### src/rtl/pdmx_pkg.sv
package pdmx_pkg;
  // Number of invalid data sets presented before valid, by mode.
  function automatic int unsigned flush_len(input logic dual,
                                            input int unsigned single_n,
                                            input int unsigned dual_n);
    return dual ? dual_n : single_n;
  endfunction

  // Next selector value: 1 means the next sample is a B half.
  function automatic logic next_sel(input logic dual, input logic to_a);
    return dual & to_a;
  endfunction
endpackage

### src/rtl/pdmx_steer.sv
module pdmx_steer (
  input  logic clk,
  input  logic rst_n,
  input  logic dual_i,
  input  logic hold_i,
  input  logic sync_i,
  output logic lead_o,
  output logic to_a_o,
  output logic sel_b_o
);
  import pdmx_pkg::*;

  logic sync_d;
  logic sel_b;

  assign lead_o  = sync_i & ~sync_d;
  assign to_a_o  = ~dual_i | lead_o | ~sel_b;
  assign sel_b_o = sel_b;

  always_ff @(posedge clk or negedge rst_n) begin
    if (!rst_n) begin
      sync_d <= 1'b0;
      sel_b  <= 1'b0;
    end else begin
      sync_d <= sync_i;
      if (hold_i) sel_b <= 1'b0;
      else        sel_b <= next_sel(dual_i, to_a_o);
    end
  end

  // A leading edge in dual mode must leave the selector pointing at B
  assert_lead_starts_pair_R5: assert property (@(posedge clk) disable iff (!rst_n)
    (dual_i && !hold_i && lead_o) |=> sel_b);

  // A mode change returns the selector to A
  assert_hold_clears_sel_R10: assert property (@(posedge clk) disable iff (!rst_n)
    hold_i |=> !sel_b);
endmodule

### src/rtl/pdmx_flush.sv
module pdmx_flush #(
  parameter int unsigned SINGLE_FLUSH = 4,
  parameter int unsigned DUAL_FLUSH   = 2,
  localparam int unsigned MAXF  = (SINGLE_FLUSH > DUAL_FLUSH) ? SINGLE_FLUSH : DUAL_FLUSH,
  localparam int unsigned CNT_W = $clog2(MAXF + 1)
) (
  input  logic clk,
  input  logic rst_n,
  input  logic dual_i,
  input  logic restart_i,
  input  logic step_i,
  output logic valid_o
);
  import pdmx_pkg::*;

  logic [CNT_W-1:0] cnt;
  logic [CNT_W-1:0] limit;
  logic             valid_q;

  assign limit   = CNT_W'(flush_len(dual_i, SINGLE_FLUSH, DUAL_FLUSH));
  assign valid_o = valid_q;

  always_ff @(posedge clk or negedge rst_n) begin
    if (!rst_n) begin
      cnt     <= '0;
      valid_q <= 1'b0;
    end else if (restart_i) begin
      cnt     <= '0;
      valid_q <= 1'b0;
    end else if (step_i) begin
      valid_q <= (cnt >= limit);
      if (cnt < limit) cnt <= cnt + 1'b1;
    end
  end

  // Valid may only rise on an edge that presents a data set
  assert_valid_on_step_R8: assert property (@(posedge clk) disable iff (!rst_n)
    $rose(valid_o) |-> $past(step_i));

  // Restart always clears valid
  assert_restart_clears_R10: assert property (@(posedge clk) disable iff (!rst_n)
    restart_i |=> !valid_o);
endmodule

### src/rtl/pix_demux.sv
module pix_demux #(
  parameter int unsigned SAMP_W       = 10,
  parameter int unsigned SINGLE_FLUSH = 4,
  parameter int unsigned DUAL_FLUSH   = 2
) (
  input  logic              clk,
  input  logic              rst_n,
  input  logic              dual_mode,
  input  logic [SAMP_W-1:0] samp_in,
  input  logic              sync_in,
  output logic [SAMP_W-1:0] a_data,
  output logic [SAMP_W-1:0] b_data,
  output logic              b_oe,
  output logic              dclk_out,
  output logic              out_valid
);
  logic              mode_q;
  logic              mode_chg;
  logic              lead;
  logic              to_a;
  logic              sel_b;
  logic              pair_fire;
  logic              a_capture;
  logic              single_fire;
  logic              step;
  logic              dclk_q;
  logic [SAMP_W-1:0] a_hold;

  assign mode_chg    = dual_mode ^ mode_q;
  assign single_fire = ~mode_chg & ~mode_q;
  assign a_capture   = ~mode_chg &  mode_q &  to_a;
  assign pair_fire   = ~mode_chg &  mode_q & ~to_a;
  assign step        = single_fire | pair_fire;

  pdmx_steer u_steer (
    .clk    (clk),
    .rst_n  (rst_n),
    .dual_i (mode_q),
    .hold_i (mode_chg),
    .sync_i (sync_in),
    .lead_o (lead),
    .to_a_o (to_a),
    .sel_b_o(sel_b)
  );

  pdmx_flush #(
    .SINGLE_FLUSH(SINGLE_FLUSH),
    .DUAL_FLUSH  (DUAL_FLUSH)
  ) u_flush (
    .clk      (clk),
    .rst_n    (rst_n),
    .dual_i   (mode_q),
    .restart_i(mode_chg),
    .step_i   (step),
    .valid_o  (out_valid)
  );

  always_ff @(posedge clk or negedge rst_n) begin
    if (!rst_n) begin
      mode_q <= 1'b0;
      a_hold <= '0;
      a_data <= '0;
      b_data <= '0;
      dclk_q <= 1'b0;
    end else begin
      if (mode_chg) begin
        mode_q <= dual_mode;
        dclk_q <= 1'b0;
        if (!dual_mode) b_data <= '0;
      end
      if (single_fire) a_data <= samp_in;
      if (a_capture) begin
        a_hold <= samp_in;
        dclk_q <= 1'b1;
      end
      if (pair_fire) begin
        a_data <= a_hold;
        b_data <= samp_in;
        dclk_q <= 1'b0;
      end
    end
  end

  assign b_oe     = mode_q;
  assign dclk_out = mode_q ? dclk_q : ~clk;

  // Port B carries no data while it is released
  assert_b_quiet_R2: assert property (@(posedge clk) disable iff (!rst_n)
    !b_oe |-> (b_data == '0));

  // An A-only capture leaves both ports stable
  assert_a_capture_stable_R11: assert property (@(posedge clk) disable iff (!rst_n)
    a_capture |=> ($stable(a_data) && $stable(b_data)));

  // Dual-mode valid rises only with a pair output
  assert_dual_valid_pair_R9: assert property (@(posedge clk) disable iff (!rst_n)
    ($rose(out_valid) && mode_q) |-> $past(pair_fire));

  // Data clock falls with a pair and is high after an A capture
  assert_dclk_pair_low_R7: assert property (@(posedge clk) disable iff (!rst_n)
    pair_fire |=> !dclk_out);
  assert_dclk_capture_high_R7: assert property (@(posedge clk) disable iff (!rst_n)
    a_capture |=> dclk_q);

  // The leading-edge sample is always captured as an A half
  assert_lead_to_a_R3: assert property (@(posedge clk) disable iff (!rst_n)
    (lead && mode_q && !mode_chg) |-> to_a);

  // Port B enable follows the mode after a change
  assert_oe_follows_R6: assert property (@(posedge clk) disable iff (!rst_n)
    mode_chg |=> (b_oe == $past(dual_mode)));

  // Single mode keeps the selector on A
  assert_single_sel_R4: assert property (@(posedge clk) disable iff (!rst_n)
    (!mode_q && !mode_chg) |=> !sel_b);
endmodule

### config.mk
export PLATFORM = sky130hd
export DESIGN_NAME = pix_demux
export DESIGN_NICKNAME = d
export VERILOG_FILES = /design/src/rtl/pdmx_pkg.sv /design/src/rtl/pdmx_steer.sv /design/src/rtl/pdmx_flush.sv /design/src/rtl/pix_demux.sv
export SDC_FILE = /design/constraint.sdc
export NUM_CORES = 1
export LEC_CHECK = 0
export BUFFER_PORTS_ARGS = -buffer_cell sky130_fd_sc_hd__buf_2
export CORE_MARGIN = 4
export CORE_UTILIZATION = 54
export CTS_CLUSTER_SIZE = 28
export DETAILED_ROUTE_END_ITERATION = 12
export PLACE_DENSITY = 0.75
export SETUP_SLACK_MARGIN = 0.15
export SLEW_MARGIN = 10
export SYNTH_ARGS = -nofsm -noshare
export SYNTH_HDL_FRONTEND = slang
export SYNTH_HIERARCHICAL = 1
export SYNTH_SLANG_ARGS = --single-unit
### constraint.sdc
create_clock -name clk -period 3.75 [get_ports clk]
set_input_delay 0.1875 -clock clk [delete_from_list [all_inputs] [get_ports clk]]
set_output_delay 0.1875 -clock clk [all_outputs]
set_load 0.005 [all_outputs]
**After elaboration in Yosys (flattened, before gate mapping)**

Index checks and enable logic that the tools add are counted.

- Register bits after elaboration: 38
- Input bits: 14
- Output and inout bits: 23
- Logic and storage cells: 52

- Magnitude comparators: 2
- Mux-type cells: 16
- Reductions and logical operators: 7
- Bitwise operators: 16
- $add $sub $neg: 1
- Eq/ne operators: 1

Operator list:

| operator | count |
|---|---|
| $mux W10 | 5 |
| $mux W3 | 4 |
| $reduce_bool A2 Y1 | 4 |
| $mux W1 | 7 |
| $and A1 B1 Y1 | 6 |
| $not A1 Y1 | 6 |
| $reduce_and A2 Y1 | 2 |
| $add A3 B1 Y3 const B | 1 |
| $ge A3 B3 Y1 | 1 |
| $lt A3 B3 Y1 | 1 |
| $or A1 B1 Y1 | 3 |
| $reduce_bool A3 Y1 | 1 |
| $ne A2 B1 Y1 const B | 1 |
| $xor A1 B1 Y1 | 1 |

**Longest topological paths before layout**

Gate-level depths: netlist of the first run.

- Depth in word-level cells: 9
- Mapped depth: 8
- Depth with buffers taken out: 7

**Modules after synthesis**

Netlist of the first run, hierarchy kept.

Modules (own cells, without submodules):

| module | cells each | times used | area each (µm²) | sequential area each (µm²) |
|---|---|---|---|---|
| pix_demux | 115 | 1 | 1535.2 | 800.8 |
| pdmx_flush | 24 | 1 | 242.7 | 100.1 |
| pdmx_steer | 7 | 1 | 80.1 | 50.0 |

==> flow_summary.json, run 1 <==
{
  "grt_use_total": 0.203,
  "cpPeakStageDelay_ns": 0.21,
  "final_cell_area_um2": 2270,
  "syn_inst": 145,
  "r2r_start": "b_oe",
  "worst_setup_path_end_kind": "output pin",
  "worstPathArrival_ns": 2.47,
  "dp_hpwl_mm": 2.56,
  "num_rows": 21,
  "synth_area_um2": 1850,
  "initial_core_util": 0.556,
  "path_clk_slew_ns": 0.12,
  "critical-path-top-delay-family": "buffers and inverters",
  "worst-r2r-cell-count": 6,
  "finalMaxSlewViolations": 0,
  "die_h_um": 66.6,
  "cpMostUsedCell": "clkbuf_4",
  "grt_overflow": 0,
  "p_per_area_nw_per_um2": 663,
  "grt_pass1_vias": 1372,
  "max-slew-margin-rel": 0.442,
  "rsz0062_at_grt": "no",
  "vias_per_cell": 5.18,
  "io-pin-count": 37,
  "vias": 1268,
  "area_growth_pct": 22.5,
  "synth.net_count": 165,
  "cts_tree": "built",
  "wl_mm": 3.80,
  "critPathMaxFanout": 2,
  "drcViolationCount": 0,
  "final_hold_viol_count": 0,
  "die_area_um2": 4440,
  "dieWidth_um": 66.6,
  "tns_ns": 0,
  "ys_warn_count": 6,
  "cp.depth": 4,
  "final_core_util": 0.681,
  "crit_required_ns": 3.56,
  "finalSetupViolCount": 0,
  "tightest_slew_ns": 0.837,
  "wl_per_cell_um": 15.5,
  "antenna_found_initial": 0,
  "status": "completed",
  "core_region_area_um2": 3340,
  "maxCapViolCount": 0,
  "vdd_drop_max_mv": 0.474,
  "gp_congestion": 0.810,
  "timing.critical_path.cells": "clkbuf_4 -> clkbuf_4 -> o21ai_0 -> buf_2",
  "startpoint": "clk",
  "p_leak_nw": 1.10,
  "dp_cells": 220,
  "grt_max_degree": 39,
  "io_buffer_count": 36,
  "clk_latency_ns": 0.45,
  "drive_above_1_share": 0.399,
  "fin_skew_ns": 0.0129,
  "cp_slowest_cell": "o21ai_0",
  "finalNonFillerCells": 245,
  "start_kind": "clock port",
  "hold_path_class": "input pin to asynchronous set/reset pin",
  "syn_area_per_cell_um2": 12.8,
  "critPathBufInv": 3,
  "placed_area_um2": 2050,
  "crit_type": "clock port to output pin",
  "drt_iter0_markers": 58,
  "layout.nets": 217,
  "firstDrtPassIters": 4,
  "grt_pass1_wl_mm": 6.49,
  "ant_nets": 0,
  "hold_ws_ns": 0.360
}
## per-layer routing
layer  GRT usage  up-vias  wire, um
met3      0.0675       12       149
met4       0.117        0        99
met2       0.328       35      1970
met1       0.232      618      1590
met5           0        -         0
li1            -      603         -
## power breakdown
part	switching [mW]	internal [mW]
combinational	0.233	0.336
clock	0.157	0.134
sequential	0.0892	0.558
total	0.479	1.03
## worst register-to-register path, delay by kind of cell (launching register included)
family / cells / cell delay, ns
fa+ha+maj: 1 / 0.47
simple gates: 4 / 1.37
flops: 1 / 0.52
compound gates: 1 / 0.15
## placed cells by master (no fill, tap or decap), drive strengths merged
master	count
a211oi	1
a21oi	4
buf	36
clkbuf	9
clkinv	1
clkinvlp	1
dfrtp	38
diode	1
dlygate4sd3	13
ha	6
inv	14
mux2	30
nand2	4
nand2b	5
nand3	1
nand3b	11
nor2	2
nor2b	3
o21ai	5
o31ai	11
or3	1
or3b	1
or4	1
## per-stage QoR
stage	total power [mW]	setup WS (ns)
floorplan	1.05	1.51
global placement	1.20	1.35
detailed placement	1.23	1.22
CTS	1.52	1.06
global route	1.63	0.969
finish	1.51	1.10
## final cells by class
| type | count | area (um2) |
|---|---|---|
| clock buffer | 10 | 78.8 |
| clock inverter | 2 | 12.5 |
| tap | 46 | 57.6 |
| fill | 271 | 1060 |
| antenna | 1 | 2.50 |
| sequential | 38 | 951 |
| timing repair buffer | 48 | 305 |
| multi-input combinational | 86 | 812 |
| inverter | 14 | 52.6 |
## sequential cells by signal (all words and copies together), names as in the netlist
name             count
a_data              10
a_hold              10
b_data              10
u_flush/cnt          3
b_oe                 1
dclk_q               1
u_flush/valid_o      1
u_steer/sel_b_o      1
u_steer/sync_d       1
## path summary, 6_finish.rpt
kind	endpoint	slack [ns]
worst min register to register	u_steer/sel_b_o	0.47
worst min-delay path	b_data[5]	0.36
min in group clk	u_steer/sync_d	0.41
max in group asynchronous	u_flush/cnt[1]	2.86
worst max register to register	u_flush/cnt[2]	1.17
worst max-delay path	dclk_out	1.10
## timing repair
action / CTS / global route
resized for setup: 0 / 0
hold endpoints to repair: 56 / 1
setup buffers: 0 / 0
hold buffers: 12 / 1
(Power assumes the default switching activity.)
==> inputs of run 2 (changes only) <==
ABC_AREA = 1   (was default)
clock period = 2.6 ns   (was 3.75 ns; I/O delays follow)
==> run 2 against run 1 <==
Compared with the run above: via count up 27%; clock power up 24%; flip-flop and latch count did not move; sequential power increased by 44%; area after synthesis is 2.9% higher; sequential share of layout area grew 0.28 points; routed wire length increased by 3.4%; clock-buffer cell count grew 1; critical path depth grew 3; critical path type is now flop to flop.
==> flow_summary.json, run 2 <==
{
  "cpMostUsedCell": "nand2_1",
  "gp_congestion": 0.769,
  "grt_overflow": 0,
  "fin_skew_ns": 0.00729,
  "met1_usage": 0.244,
  "layout.nets": 296,
  "hold_ws_ns": 0.176,
  "final_hold_viol_count": 0,
  "cp_slowest_cell": "ha_1",
  "antenna_found_initial": 0,
  "syn_area_per_cell_um2": 8.37,
  "grt.busiest_layer": "met2",
  "crit_type": "flop to flop",
  "vias_per_cell": 5.00,
  "ant_nets": 0,
  "vdd_drop_max_mv": 0.492,
  "hold_start": "dual_mode",
  "cts_tree": "built",
  "clk_latency_ns": 0.45,
  "drcViolationCount": 0,
  "status": "completed",
  "synth.net_count": 248,
  "worstPathArrival_ns": 2.40,
  "r2r_start": "b_oe",
  "critical-path-top-delay-family": "simple AND/OR/NAND/NOR gates",
  "grtUsageMet3": 0.0899,
  "maxCapViolCount": 0,
  "n_antenna_cell": 0,
  "die_area_um2": 4550,
  "period_needed_ns": 2.04,
  "area_growth_pct": 18.3,
  "drt_iter0_markers": 67,
  "crit_required_ns": 2.96,
  "critPathMaxFanout": 32,
  "cpPeakStageDelay_ns": 0.54,
  "core_region_area_um2": 3360,
  "rsz0062_at_grt": "no",
  "drive_above_1_share": 0.261,
  "tightest_slew_ns": 0.816,
  "path_clk_slew_ns": 0.10,
  "critPathBufInv": 0,
  "dieWidth_um": 67.4,
  "p_per_area_nw_per_um2": 968,
  "grt_use_total": 0.212,
  "hold_path_class": "input pin to flop",
  "initial_core_util": 0.567,
  "dp_hpwl_mm": 2.76,
  "grtUsageMet2": 0.333,
  "firstDrtPassIters": 4,
  "post_cts_resized": 0,
  "p_total_mw": 2.18,
  "wl_per_cell_um": 12.2,
  "io-pin-count": 37,
  "grt_pass1_vias": 1585,
  "p_leak_nw": 1.30,
  "finalNonFillerCells": 322,
  "top_regs": "a_data (10), a_hold (10), b_data (10)",
  "fmax_mhz": 490,
  "die_h_um": 67.4,
  "finalMaxSlewViolations": 0,
  "grt_max_degree": 39,
  "tns_ns": 0,
  "dp_cells": 300,
  "synth_area_um2": 1910,
  "start_kind": "flop",
  "fin_crit_sh": 0.784,
  "grt_pass1_wl_mm": 6.87,
  "vias": 1609,
  "max-slew-margin-rel": 0.456,
  "layout_common_cells": "nand2_1 (80), dfrtp_1 (38), buf_2 (36), nand3_1 (33), inv_1 (23)",
  "finalSetupViolCount": 0,
  "num_rows": 21,
  "io_buffer_count": 36,
  "worst_setup_path_end_kind": "flop",
  "wl_mm": 3.93,
  "syn_inst": 228,
  "layout_commonest_cell": "nand2_1",
  "ys_warn_count": 6,
  "startpoint": "b_oe",
  "timing.critical_path.cells": "ha_1 -> nand2_4 -> nand2_1 -> or2_1 -> nand2_2 -> nand2_1 -> nand2_1"
}
==> run 2: cell count changes in the layout (fill, tap and decap cells not counted), moves of 4 or more <==
cell,delta
o31ai_1,-11
o21ai_0,-4
a21oi_2,+10
nand3b_1,-11
inv_1,+9
nand2_1,+76
nand3_1,+32
mux2_4,-18
mux2_2,-11
nor2_2,+9
==> run 2: per-layer routing <==
| layer | vias up | routed length [um] |
|---|---|---|
| met5 | - | 0 |
| met4 | 0 | 72 |
| met3 | 8 | 229 |
| met2 | 39 | 1860 |
| met1 | 752 | 1770 |
| li1 | 810 | - |
==> run 2: worst register-to-register path, delay by kind of cell (launching register included) <==
kind / cells / cell delay, ns
flip-flops: 1 / 0.52
adder cells (fa/ha/maj): 1 / 0.54
AND/OR/NAND/NOR: 6 / 0.87
==> run 2: repair_timing <==
item                                   CTS  global route
buffers inserted                         0             0
hold buffers                            12             0
endpoints found under the hold margin   61             0
==> run 2: area by class of cell <==
type / count / area (um2)
Tap cell: 46 / 57.6
Timing Repair Buffer: 47 / 295
Multi-Input combinational cell: 154 / 783
Inverter: 26 / 97.6
Clock buffer: 11 / 72.6
Sequential cell: 38 / 951
Fill cell: 309 / 1110
==> run 2: through the flow <==
| step | utilization | area (um2) | setup slack (ns) |
|---|---|---|---|
| final | 0.671 | 2260 | 0.561 |
| after global routing | 0.671 | 2260 | 0.386 |
| after CTS | 0.671 | 2260 | 0.570 |
| after detailed placement | 0.615 | 2070 | 0.587 |
| after global placement | 0.615 | 2070 | 0.689 |
| after floorplan | - | 1910 | 0.990 |
==> run 2: power breakdown <==
group	internal, mW	switching [mW]	total [mW]
clock network	0.164	0.197	0.362
logic	0.352	0.537	0.889
registers	0.819	0.115	0.934
==> run 2: worst paths after layout <==
path                             endpoint  slack [ns]  cells past startpoint
max                        u_flush/cnt[2]        0.56                      7
min in group asynchronous       b_data[0]        0.29                      2
min                                dclk_q        0.18                      4
max reg2reg                u_flush/cnt[2]        0.56                      7
min reg2reg                        dclk_q        0.50                      2
max in group asynchronous       b_data[9]        1.79                      2
==> inputs of run 3 (changes only) <==
clock period = 2.1 ns   (was 2.6 ns; I/O delays follow)
==> run 3 against run 2 <==
Compared with the run above: clock-buffer cell count decreased by 1; sequential power increased by 24%; total power increased by 40%; register-to-register slack got worse by 0.21 ns; design area increased by 4.0%; sequential share of layout area decreased by 1.6 points; setup slack got worse by 0.21 ns; die area unchanged; critical path depth increased by 1; maximum frequency increased by 16%; cell count increased by 1.2%; via count increased by 2.5%.
==> flow_summary.json, run 3 (synthesis gave the netlist of run 2 again) <==
{
  "io_buffer_count": 36,
  "critPathMaxFanout": 11,
  "initial_core_util": 0.567,
  "vias": 1649,
  "reg2reg_slack_ns": 0.35,
  "tightest_slew_ns": 0.825,
  "max-slew-margin-rel": 0.450,
  "dp_cells": 303,
  "layout_common_cells": "nand2_1 (80), dfrtp_1 (37), buf_2 (36), nand3_1 (33), inv_1 (23)",
  "layout_commonest_cell": "nand2_1",
  "period_needed_ns": 1.75,
  "grt_use_total": 0.223,
  "die_h_um": 67.4,
  "hold_start": "dual_mode",
  "drive_above_1_share": 0.282,
  "worstPathArrival_ns": 2.12,
  "final_cell_area_um2": 2350,
  "n_antenna_cell": 0,
  "clk_latency_ns": 0.46,
  "grt_pass1_wl_mm": 7.33,
  "area_growth_pct": 23.0,
  "status": "completed",
  "drt_iter0_markers": 120,
  "worst_r2r_endpoint": "u_flush/cnt[0]",
  "fmax_mhz": 571,
  "rsz0062_at_grt": "no",
  "start_kind": "flop",
  "fin_skew_ns": 0.00743,
  "finalSetupViolCount": 0,
  "crit_type": "flop to flop",
  "grt_max_degree": 39,
  "path_clk_slew_ns": 0.12,
  "grt_pass1_vias": 1637,
  "firstDrtPassIters": 4,
  "hold_ws_ns": 0.133,
  "p_per_area_nw_per_um2": 1310,
  "core_region_area_um2": 3360,
  "worst_setup_path_end_kind": "flop",
  "wl_mm": 4.25,
  "layout.nets": 299,
  "ant_nets": 0,
  "min_to": "dclk_q",
  "hold_depth": 4,
  "cts_tree": "built",
  "final_hold_viol_count": 0,
  "dieWidth_um": 67.4,
  "gp_congestion": 0.847,
  "top_regs": "a_data (10), a_hold (10), b_data (10)",
  "dp_hpwl_mm": 2.87,
  "antenna_found_initial": 0,
  "r2r_start": "b_oe",
  "p_leak_nw": 1.34,
  "io-pin-count": 37,
  "tns_ns": 0,
  "p_total_mw": 3.06,
  "num_rows": 21,
  "grt_overflow": 0,
  "maxCapViolCount": 0,
  "worst-r2r-cell-count": 8,
  "vias_per_cell": 5.06,
  "crit_required_ns": 2.47,
  "hold_path_class": "input pin to flop",
  "finalMaxSlewViolations": 0,
  "placed_area_um2": 2090,
  "drcViolationCount": 0,
  "wl_per_cell_um": 13.0,
  "fin_crit_sh": 0.834,
  "vdd_drop_max_mv": 0.629,
  "cts_setup_buffers": 0,
  "finalNonFillerCells": 326,
  "die_area_um2": 4550
}
-- run 3: worst max-delay path by stage --
stage,startpoint,to,slack [ns],cells past startpoint
floorplan,b_oe,u_flush/cnt[2],0.54,9
global placement,b_oe,u_flush/cnt[0],0.36,10
detailed placement,b_oe,u_flush/cnt[0],0.33,10
CTS,b_oe,u_flush/cnt[0],0.30,10
global route,b_oe,u_flush/cnt[2],0.21,10
finish,b_oe,u_flush/cnt[0],0.35,8
-- run 3: per-layer routing --
layer | up-vias | part of all wire | track usage
li1 | 809 | - | -
met1 | 787 | 0.43 | 0.276
met2 | 47 | 0.50 | 0.352
met3 | 6 | 0.059 | 0.0599
met4 | 0 | 0.016 | 0.127
met5 | - | 0 | 0
-- run 3: cell type report --
| cell class | count | area (um2) |
|---|---|---|
| fill | 296 | 1020 |
| sequential | 38 | 952 |
| multi-input combinational | 154 | 783 |
| timing repair buffer | 50 | 318 |
| inverter | 26 | 97.6 |
| clock buffer | 10 | 78.8 |
| clock inverter | 2 | 60.1 |
| tap | 46 | 57.6 |
-- run 3: stage by stage --
step	utilization	setup WS [ns]
6_report	0.698	0.349
5_1_grt	0.698	0.214
4_1_cts	0.698	0.296
3_5_place_dp	0.622	0.335
3_3_place_gp	0.622	0.362
2_1_floorplan	-	0.542
-- run 3: critical path, cell delays in order (launching register included) --
cell and delay, ns:
dfrtp_2 0.49, inv_1 0.10, ha_1 0.44, inv_1 0.12, nand2_1 0.17, or2_1 0.16
nand2_2 0.07, nand2_1 0.06, nand2_1 0.05
-- run 3: timing repair --
item,CTS,global route
hold buffers,12,0
gates resized for setup,0,1
hold endpoints to repair,70,0
endpoints found under the setup margin,0,3
-- run 3: where the power goes --
part           internal [mW]  switching (mW)  total, mW
sequential              1.02           0.141       1.16
clock                  0.480           0.291      0.771
combinational          0.451           0.685       1.14
total                   1.95            1.12       3.06
